[config.mk]
export PLATFORM = sky130hd
export DESIGN_NAME = buzz_tone_top
export DESIGN_NICKNAME = d
export VERILOG_FILES = /design/src/rtl/buzz_pkg.sv /design/src/rtl/buzz_tone_osc.sv /design/src/rtl/buzz_env_fsm.sv /design/src/rtl/buzz_oneshot_fsm.sv /design/src/rtl/buzz_tone_top.sv
export SDC_FILE = /design/constraint.sdc
export NUM_CORES = 1
export LEC_CHECK = 0
export BUFFER_PORTS_ARGS = -buffer_cell sky130_fd_sc_hd__buf_2
export CAP_MARGIN = 20
export CORE_ASPECT_RATIO = 0.6
export CORE_MARGIN = 2
export CORE_UTILIZATION = 40
export CTS_BUF_LIST = sky130_fd_sc_hd__clkbuf_8
export CTS_CLUSTER_DIAMETER = 200
export DETAILED_ROUTE_END_ITERATION = 6
export GPL_ROUTABILITY_DRIVEN = 0
export PLACE_DENSITY_LB_ADDON = 0.15
export SLEW_MARGIN = 30
export SYNTH_ARGS = -nofsm -noshare
export SYNTH_HDL_FRONTEND = slang
export SYNTH_SLANG_ARGS = --single-unit
export TNS_END_PERCENT = 20
[constraint.sdc]
create_clock -name clk -period 11.13 [get_ports clk]
set_input_delay 2.226 -clock clk [delete_from_list [all_inputs] [get_ports clk]]
set_output_delay 2.226 -clock clk [all_outputs]
set_load 0.03 [all_outputs]
[src/rtl/buzz_pkg.sv]
package buzz_pkg;

    typedef enum logic [1:0] {
        ENV_OFF  = 2'd0,
        ENV_WALK = 2'd1,
        ENV_HOLD = 2'd2
    } env_state_t;

    typedef enum logic {
        OS_IDLE = 1'b0,
        OS_RUN  = 1'b1
    } os_state_t;

    localparam int DIV_W = 5;

    // reference ticks per tone period
    function automatic logic [DIV_W-1:0] tone_div(input logic [2:0] code);
        logic [DIV_W-1:0] d;
        if (code[2] == 1'b0) d = 5'd8 + {2'b00, code[1:0], 1'b0};
        else                 d = 5'd16 + {1'b0, code[1:0], 2'b00};
        return d;
    endfunction

    // high ticks: round(div * (8 - lvl) / 16)
    function automatic logic [DIV_W-1:0] high_ticks(input logic [DIV_W-1:0] div,
                                                     input logic [2:0] lvl);
        logic [8:0] prod;
        prod = 9'(div) * 9'(4'd8 - {1'b0, lvl}) + 9'd8;
        return prod[8:4];
    endfunction

endpackage

[src/rtl/buzz_tone_osc.sv]
module buzz_tone_osc
    import buzz_pkg::*;
(
    input  logic       clk,
    input  logic       rst_n,
    input  logic       ref_tick_i,
    input  logic       active_i,
    input  logic [2:0] tone_sel_i,
    input  logic [2:0] level_i,
    output logic       buzz_o
);
    localparam logic [DIV_W-1:0] MAX_DIV = 5'd28;

    logic [DIV_W-1:0] phase_q;
    logic [DIV_W-1:0] div_w;
    logic [DIV_W-1:0] hi_w;

    assign div_w = tone_div(tone_sel_i);
    assign hi_w  = high_ticks(div_w, level_i);

    always_ff @(posedge clk) begin
        if (!rst_n || !active_i) begin
            phase_q <= '0;
        end else if (ref_tick_i) begin
            if (phase_q >= div_w - 5'd1) phase_q <= '0;
            else                         phase_q <= phase_q + 5'd1;
        end
    end

    assign buzz_o = active_i && (phase_q < hi_w);

    AST_PHASE_BOUNDED: assert property (@(posedge clk) disable iff (!rst_n)
        phase_q < MAX_DIV);
    AST_FIRST_TICK_HIGH: assert property (@(posedge clk) disable iff (!rst_n)
        $rose(active_i) |-> buzz_o);

endmodule

[src/rtl/buzz_env_fsm.sv]
module buzz_env_fsm
    import buzz_pkg::*;
#(
    parameter int STEP_FAST = 2048,
    parameter int STEP_SLOW = 4096
) (
    input  logic       clk,
    input  logic       rst_n,
    input  logic       ref_tick_i,
    input  logic       env_on_i,
    input  logic       env_rst_i,
    input  logic       env_slow_i,
    output logic       env_act_o,
    output logic [2:0] env_lvl_o
);
    localparam int CW = $clog2(STEP_SLOW);
    localparam logic [CW-1:0] LAST_FAST = CW'(STEP_FAST - 1);
    localparam logic [CW-1:0] LAST_SLOW = CW'(STEP_SLOW - 1);

    env_state_t    state_q, state_d;
    logic [CW-1:0] step_q;
    logic [2:0]    lvl_q;
    logic [CW-1:0] last_w;
    logic          step_done_w;

    assign last_w      = env_slow_i ? LAST_SLOW : LAST_FAST;
    assign step_done_w = ref_tick_i && (step_q >= last_w);

    // state register
    always_ff @(posedge clk) begin
        if (!rst_n) state_q <= ENV_OFF;
        else        state_q <= state_d;
    end

    // transitions
    always_comb begin
        state_d = state_q;
        unique case (state_q)
            ENV_OFF:  if (env_on_i) state_d = ENV_WALK;
            ENV_WALK: begin
                if (!env_on_i)                         state_d = ENV_OFF;
                else if (env_rst_i)                    state_d = ENV_WALK;
                else if (step_done_w && lvl_q == 3'd6) state_d = ENV_HOLD;
            end
            ENV_HOLD: begin
                if (!env_on_i)      state_d = ENV_OFF;
                else if (env_rst_i) state_d = ENV_WALK;
            end
            default: state_d = ENV_OFF;
        endcase
    end

    // level and step timer
    always_ff @(posedge clk) begin
        if (!rst_n) begin
            lvl_q  <= '0;
            step_q <= '0;
        end else begin
            unique case (state_q)
                ENV_OFF: begin
                    lvl_q  <= '0;
                    step_q <= '0;
                end
                ENV_WALK: begin
                    if (env_rst_i) begin
                        lvl_q  <= '0;
                        step_q <= '0;
                    end else if (step_done_w) begin
                        lvl_q  <= lvl_q + 3'd1;
                        step_q <= '0;
                    end else if (ref_tick_i) begin
                        step_q <= step_q + 1'b1;
                    end
                end
                ENV_HOLD: begin
                    if (env_rst_i) begin
                        lvl_q  <= '0;
                        step_q <= '0;
                    end
                end
                default: begin
                    lvl_q  <= '0;
                    step_q <= '0;
                end
            endcase
        end
    end

    assign env_act_o = (state_q != ENV_OFF);
    assign env_lvl_o = lvl_q;

    AST_ENV_HOLD_AT_SOFTEST: assert property (@(posedge clk) disable iff (!rst_n)
        (state_q == ENV_HOLD) |-> (lvl_q == 3'd7));
    AST_ENV_ONE_STEP: assert property (@(posedge clk) disable iff (!rst_n)
        (state_q == ENV_WALK && env_on_i && !env_rst_i)
        |=> (lvl_q == $past(lvl_q) || lvl_q == $past(lvl_q) + 3'd1));
    AST_ENV_RESTART: assert property (@(posedge clk) disable iff (!rst_n)
        (state_q != ENV_OFF && env_on_i && env_rst_i) |=> (lvl_q == 3'd0));

endmodule

[src/rtl/buzz_oneshot_fsm.sv]
module buzz_oneshot_fsm
    import buzz_pkg::*;
#(
    parameter int WIDTH_SHORT = 1024,
    parameter int WIDTH_LONG  = 4096
) (
    input  logic clk,
    input  logic rst_n,
    input  logic ref_tick_i,
    input  logic cont_en_i,
    input  logic trig_i,
    input  logic long_i,
    input  logic stop_i,
    output logic busy_o
);
    localparam int CW = $clog2(WIDTH_LONG);
    localparam logic [CW-1:0] LAST_SHORT = CW'(WIDTH_SHORT - 1);
    localparam logic [CW-1:0] LAST_LONG  = CW'(WIDTH_LONG - 1);

    os_state_t     state_q, state_d;
    logic [CW-1:0] cnt_q;
    logic [CW-1:0] last_q;

    // state register
    always_ff @(posedge clk) begin
        if (!rst_n) state_q <= OS_IDLE;
        else        state_q <= state_d;
    end

    // transitions
    always_comb begin
        state_d = state_q;
        unique case (state_q)
            OS_IDLE: if (trig_i && !cont_en_i && !stop_i) state_d = OS_RUN;
            OS_RUN: begin
                if (stop_i)                              state_d = OS_IDLE;
                else if (ref_tick_i && cnt_q >= last_q)  state_d = OS_IDLE;
            end
            default: state_d = OS_IDLE;
        endcase
    end

    // width latch and tick counter
    always_ff @(posedge clk) begin
        if (!rst_n) begin
            cnt_q  <= '0;
            last_q <= LAST_SHORT;
        end else begin
            unique case (state_q)
                OS_IDLE: begin
                    cnt_q  <= '0;
                    last_q <= long_i ? LAST_LONG : LAST_SHORT;
                end
                OS_RUN: if (ref_tick_i) cnt_q <= cnt_q + 1'b1;
                default: cnt_q <= '0;
            endcase
        end
    end

    assign busy_o = (state_q == OS_RUN);

    AST_STOP_ENDS_BURST: assert property (@(posedge clk) disable iff (!rst_n)
        stop_i |=> !busy_o);
    AST_TRIG_BLOCKED: assert property (@(posedge clk) disable iff (!rst_n)
        (state_q == OS_IDLE && cont_en_i) |=> (state_q == OS_IDLE));
    AST_BURST_BOUNDED: assert property (@(posedge clk) disable iff (!rst_n)
        busy_o |-> (cnt_q <= last_q));

endmodule

[src/rtl/buzz_tone_top.sv]
module buzz_tone_top
    import buzz_pkg::*;
#(
    parameter int REF_HZ = 32768
) (
    input  logic       clk,
    input  logic       rst_n,
    input  logic       ref_tick_i,
    input  logic [2:0] tone_sel_i,
    input  logic [2:0] level_sel_i,
    input  logic       cont_en_i,
    input  logic       env_on_i,
    input  logic       env_rst_i,
    input  logic       env_slow_i,
    input  logic       os_trig_i,
    input  logic       os_long_i,
    input  logic       os_stop_i,
    output logic       buzz_o,
    output logic       os_busy_o
);
    localparam int STEP_FAST   = REF_HZ / 16;
    localparam int STEP_SLOW   = REF_HZ / 8;
    localparam int WIDTH_SHORT = REF_HZ / 32;
    localparam int WIDTH_LONG  = REF_HZ / 8;

    logic       env_act;
    logic [2:0] env_lvl;
    logic [2:0] eff_lvl;
    logic       sound_on;

    buzz_env_fsm #(
        .STEP_FAST (STEP_FAST),
        .STEP_SLOW (STEP_SLOW)
    ) u_env (
        .clk        (clk),
        .rst_n      (rst_n),
        .ref_tick_i (ref_tick_i),
        .env_on_i   (env_on_i),
        .env_rst_i  (env_rst_i),
        .env_slow_i (env_slow_i),
        .env_act_o  (env_act),
        .env_lvl_o  (env_lvl)
    );

    buzz_oneshot_fsm #(
        .WIDTH_SHORT (WIDTH_SHORT),
        .WIDTH_LONG  (WIDTH_LONG)
    ) u_oneshot (
        .clk        (clk),
        .rst_n      (rst_n),
        .ref_tick_i (ref_tick_i),
        .cont_en_i  (cont_en_i),
        .trig_i     (os_trig_i),
        .long_i     (os_long_i),
        .stop_i     (os_stop_i),
        .busy_o     (os_busy_o)
    );

    assign eff_lvl  = env_act ? env_lvl : level_sel_i;
    assign sound_on = cont_en_i || os_busy_o;

    buzz_tone_osc u_osc (
        .clk        (clk),
        .rst_n      (rst_n),
        .ref_tick_i (ref_tick_i),
        .active_i   (sound_on),
        .tone_sel_i (tone_sel_i),
        .level_i    (eff_lvl),
        .buzz_o     (buzz_o)
    );

    AST_SILENT_WHEN_IDLE: assert property (@(posedge clk) disable iff (!rst_n)
        (!cont_en_i && !os_busy_o) |-> !buzz_o);

endmodule

Word-level counts from Yosys, hierarchy flattened

Index checks and enable logic that the tools add are counted.

Add/subtract/negate cells: 9
Multiply operators: 1
Order comparisons: 4
Equal/unequal tests: 10
Mux-type cells: 27
Bitwise gates (word level): 1
Reductions and logical operators: 17

Operators with widths:

| kind                                                               | count |
|---|---|
| 12-bit 2-to-1 mux                                                  | 7 |
| 12-bit one-hot mux with 2 select lines                             | 2 |
| 12-bit by 1-bit adder with 12-bit output, second input constant    | 2 |
| 12-bit greater-or-equal comparator                                 | 2 |
| 2-bit 2-to-1 mux                                                   | 6 |
| 3-bit 2-to-1 mux                                                   | 4 |
| 5-bit 2-to-1 mux                                                   | 2 |
| 9-bit by 4-bit adder with 9-bit output, second input constant      | 1 |
| 5-bit by 9-bit multiplier with 9-bit output                        | 1 |
| 4-bit by 3-bit != test with 1-bit output, second input constant    | 2 |
| 1-bit logical AND                                                  | 6 |
| 2-bit != test, second input constant                               | 3 |
| 2-bit one-hot mux with 3 select lines                              | 1 |
| 3-bit one-hot mux with 2 select lines                              | 1 |
| 4-bit by 3-bit adder with 5-bit output, first input constant       | 1 |
| 5-bit by 1-bit adder with 5-bit output, second input constant      | 1 |
| 5-bit by 4-bit adder with 5-bit output, first input constant       | 1 |
| 5-bit greater-or-equal comparator                                  | 1 |
| 5-bit < comparator                                                 | 1 |
| 4-bit by 3-bit subtractor with 5-bit output, first input constant  | 1 |
| 5-bit by 1-bit subtractor with 5-bit output, second input constant | 1 |
| 1-bit zero test                                                    | 4 |
| 2-bit AND reduction                                                | 2 |
| 3-bit by 1-bit adder with 3-bit output, second input constant      | 1 |
| other kinds (12)                                                   | 15 |

Bits in registers: 47
Input bits: 16
Word-level logic and storage cells: 76

Logic depth before layout (Yosys ltp)

Depth in word-level cells: 8
Depth in mapped cells: 20

Modules after synthesis

A second synthesis with hierarchy kept.

Cells, all modules: 305
Area, all modules: 2602.5 um2

Modules (own cells, without submodules):

| module           | times used | cells each | area an instance (um2) | sequential area each (um2) |
|---|---|---|---|---|
| buzz_tone_osc    | 1          | 119        | 973.4                  | 100.1 |
| buzz_env_fsm     | 1          | 104        | 907.1                  | 340.3 |
| buzz_oneshot_fsm | 1          | 78         | 681.9                  | 280.3 |
| buzz_tone_top    | 1          | 4          | 40.0                   | 0.0 |

Worst setup path after synthesis

OpenSTA, ideal clock, no wires.

Kind: input -> output
Start point: input port level_sel_i[0]
End point: output port buzz_o
Arrival time: 6767 ps
Data required time: 8904 ps
Setup slack: 2137 ps
Stages: 18
Buffers on the path: 0
Cells stage by stage: nand2_1 > o21ai_0 > inv_1 > ha_1 > xor2_1 > nand2_1 > fa_1 > fa_1 > fa_1 > inv_1 > ha_1 > fa_1 > inv_1 > ha_1 > a21o_1 > a21o_1 > a21o_1 > a211oi_1

Cells in the longest elaborated chain, start to end: 6

Ends and longest elaborated chain:

| what                                        | line                | text |
|---|---|---|
| start, declared                             | buzz_tone_top.sv:10 | `input logic [2:0] level_sel_i,` |
| 3-bit 2-to-1 mux                            | buzz_tone_top.sv:59 | `assign eff_lvl = env_act ? env_lvl : level_sel_i;` |
| 4-bit by 3-bit subtractor with 5-bit output | buzz_pkg.sv:28      | `prod = 9'(div) * 9'(4'd8 - {1'b0, lvl}) + 9'd8;` |
| 5-bit by 9-bit multiplier with 9-bit output | buzz_pkg.sv:28      |  |
| 9-bit by 4-bit adder with 9-bit output      | buzz_pkg.sv:28      |  |
| 5-bit < comparator                          | buzz_tone_osc.sv:30 | `assign buzz_o = active_i && (phase_q < hi_w);` |
| 1-bit logical AND                           | buzz_tone_osc.sv:30 |  |
| end, declared                               | buzz_tone_top.sv:18 | `output logic buzz_o,` |

Every way passes these cells.

Final worst setup path

Same ends and word-level chain as after synthesis.

==> impl_metrics.tcl <==
set metrics [dict create \
    grt_use_total_pct 15.9 \
    insertion_delay_ns 0.29 \
    outcome "completed" \
    tightestPinTransition_ns 0.627 \
    vias_per_cell 5.08 \
    period_needed_ns 9.03 \
    wl_met1_mm 2.83 \
    synthFlopType "dfxtp_1" \
    crit_required_ns 8.90 \
    synth.distinct_cells 49 \
    grt_pass1_wl_mm 8.58 \
    io_buffers 17 \
    rsz0062_at_grt "no" \
    route.vias.total 1946 \
    grt_max_degree 18 \
    yosys-top-cells-area "dfxtp_1, ha_1, xor2_1" \
    drt_iter0_drc 58 \
    finalSetupTns_ns 0 \
    clock.fmax_mhz 111 \
    cellPowerDensity_nw_per_um2 121 \
    startpoint_type "input port" \
    synth_edf_count 0 \
    cts_sinks 36 \
    post-route-drc-count 0 \
    cts_resized 0 \
    peakVddDrop_mv 0.0475 \
    synthToLayoutAreaGrowth_pct 11.8 \
    drive_above_1_share_pct 10.2 \
    core-area_um2 5730 \
    maxSlewViolCount 0 \
    totalWireLength_mm 4.86 \
    cts_made_buffers 5 \
    dieArea_um2 6770 \
    path_max_fanout 5 \
    ys_ff_latch 36 \
    wl_per_cell_um 12.7 \
    num_antenna_cells 0 \
    ys_warn_count 0 \
    cts_setup_buffers 0 \
    hold_viol_final 0 \
    antenna_found_initial 0 \
    htree_levels 2 \
    end_kind "primary output" \
    fin_crit_sh_pct 81.2 \
    drv_cap 0 \
    final_common_cell "dfxtp_1" \
    postPlaceCellArea_um2 2610 \
    path_class "input port to primary output" \
    wl_met2_mm 1.70 \
    syn_avg_cell_area_um2 8.67 \
    ios 18 \
    die_h_um 64.6 \
    r2r_slack_ns 9.02 \
    synth.net_count 333 \
    root_buffer "clkbuf_8" \
    cts_tree "yes" \
    setup_violations 0 \
    highest_layer "met4" \
    route.met3.wl_um 299 \
    hpwlAfterDp_mm 3.77 \
    rows 21 \
    relSlewSlack_pct 57.8 \
    yosysSeqAreaShare_pct 29.5 \
    overflow 0 \
    yosysTopAreaCellShare_pct 29.5 \
    fin_worst_skew_ns 0.00436 \
    postLayoutCellArea_um2 2730 \
    cp_data_arrival_time_ns 6.81 \
    clockBufferDepth 2 \
    clk_pin_slew_ns 0.07 \
    die_w_um 105 \
    leakage_nw 1.21 \
    yosys.area.top_type "dfxtp_1" \
    async_flop_share_pct 0 \
    syn-cell-area_um2 2440 \
    start_util_pct 42.7 \
    ant_nets 0 \
    nNetsFinal 353 \
    synth_cells 282 \
    layout_common_cells "dfxtp_1, nor2_1, ha_1" \
    grt_pass1_vias 1825 \
    cts.hold.buffers_added 0 \
    dr.pass1.iters 4 \
    worstHoldPathType "register to register" \
]
-- per-stage QoR --
stage	hold slack, ns	setup slack, ns	power (W)	instances	util (%)
after floorplan	0.463	2.14	0.000188	282	-
after global placement	0.483	2.20	0.000205	375	45.5
after detailed placement	0.487	2.11	0.000206	375	45.5
after CTS	0.499	2.09	0.000335	383	47.7
after global routing	0.532	1.80	0.000350	383	47.7
final	0.497	2.10	0.000330	383	47.7
-- flip-flops by register name (all words and copies together) (netlist names) --
register	flops
u_env.env_lvl_o	3
u_env.state_q	2
u_env.step_q	12
u_oneshot.busy_o	1
u_oneshot.cnt_q	12
u_oneshot.last_q	1
u_osc.phase_q	5
-- report_power, final --
| part | switching, W | total [W] | internal (W) |
|---|---|---|---|
| logic | 0.0000396 | 0.0000716 | 0.0000320 |
| registers | 0.00000142 | 0.000131 | 0.000130 |
| clock network | 0.0000485 | 0.000128 | 0.0000791 |
-- cells by family (layout without fill, tap and decap cells) --
kind of cell / after synthesis / count (layout) / synth area share [%]
adder cells (fa/ha/maj): 35 / 35 / 19.8
AND/OR/NAND/NOR: 113 / 113 / 23.2
buffers and inverters: 26 / 47 / 4.35
multiplexers: 5 / 5 / 2.10
flip-flops: 36 / 36 / 29.5
AO/OA/AOI/OAI: 41 / 41 / 11.8
XOR/XNOR: 26 / 26 / 9.31
-- per-layer routing --
| metal | up-vias | GRT usage [%] |
|---|---|---|
| met5 | - | 0 |
| li1 | 1020 | - |
| met2 | 48 | 20.2 |
| met4 | 0 | 3.50 |
| met3 | 5 | 4.12 |
| met1 | 873 | 25.5 |
-- critical path, cell delays in order --
cell and delay [ns]:
buf_2 0.08, nand2_1 0.05, o21ai_0 0.23, inv_1 0.10, ha_1 0.21, xor2_1 0.27
nand2_1 0.11, fa_1 0.49, fa_1 0.54, fa_1 0.55, inv_1 0.04, ha_1 0.22
fa_1 0.50, inv_1 0.05, ha_1 0.26, a21o_1 0.15, a21o_1 0.16, a21o_1 0.17
a211oi_1 0.20, buf_2 0.23
-- synthesized netlist by cell type, drive strengths merged, types with 3 or more instances --
| cell type | n |
|---|---|
| o21ai | 10 |
| nand2 | 27 |
| ha | 29 |
| mux2i | 4 |
| inv | 21 |
| nor2 | 35 |
| nand3 | 9 |
| nor4 | 4 |
| nor3 | 6 |
| xnor2 | 11 |
| xor2 | 15 |
| a21oi | 11 |
| a21o | 7 |
| and2 | 5 |
| dfxtp | 36 |
| nand4 | 9 |
| nand2b | 3 |
| buf | 3 |
| fa | 6 |
-- layout make-up --
| type | instances | area (µm²) |
|---|---|---|
| fillers | 557 | 3000 |
| clock buffers | 7 | 96.3 |
| well taps | 80 | 100 |
| clock inverters | 1 | 30.0 |
| repair buffers | 17 | 85.1 |
| flip-flops and latches | 36 | 721 |
| multi-input cells | 220 | 1620 |
| inverters | 22 | 82.6 |
-- final timing paths --
path / start / depth (start not counted) / end
max reg2reg: u_env.step_q[0] / 6 / u_env.step_q[3]
min: u_env.step_q[1] / 2 / u_env.step_q[1]
max: level_sel_i[0] / 20 / buzz_o
min reg2reg: u_env.step_q[1] / 2 / u_env.step_q[1]
(Power assumes the default switching activity.)
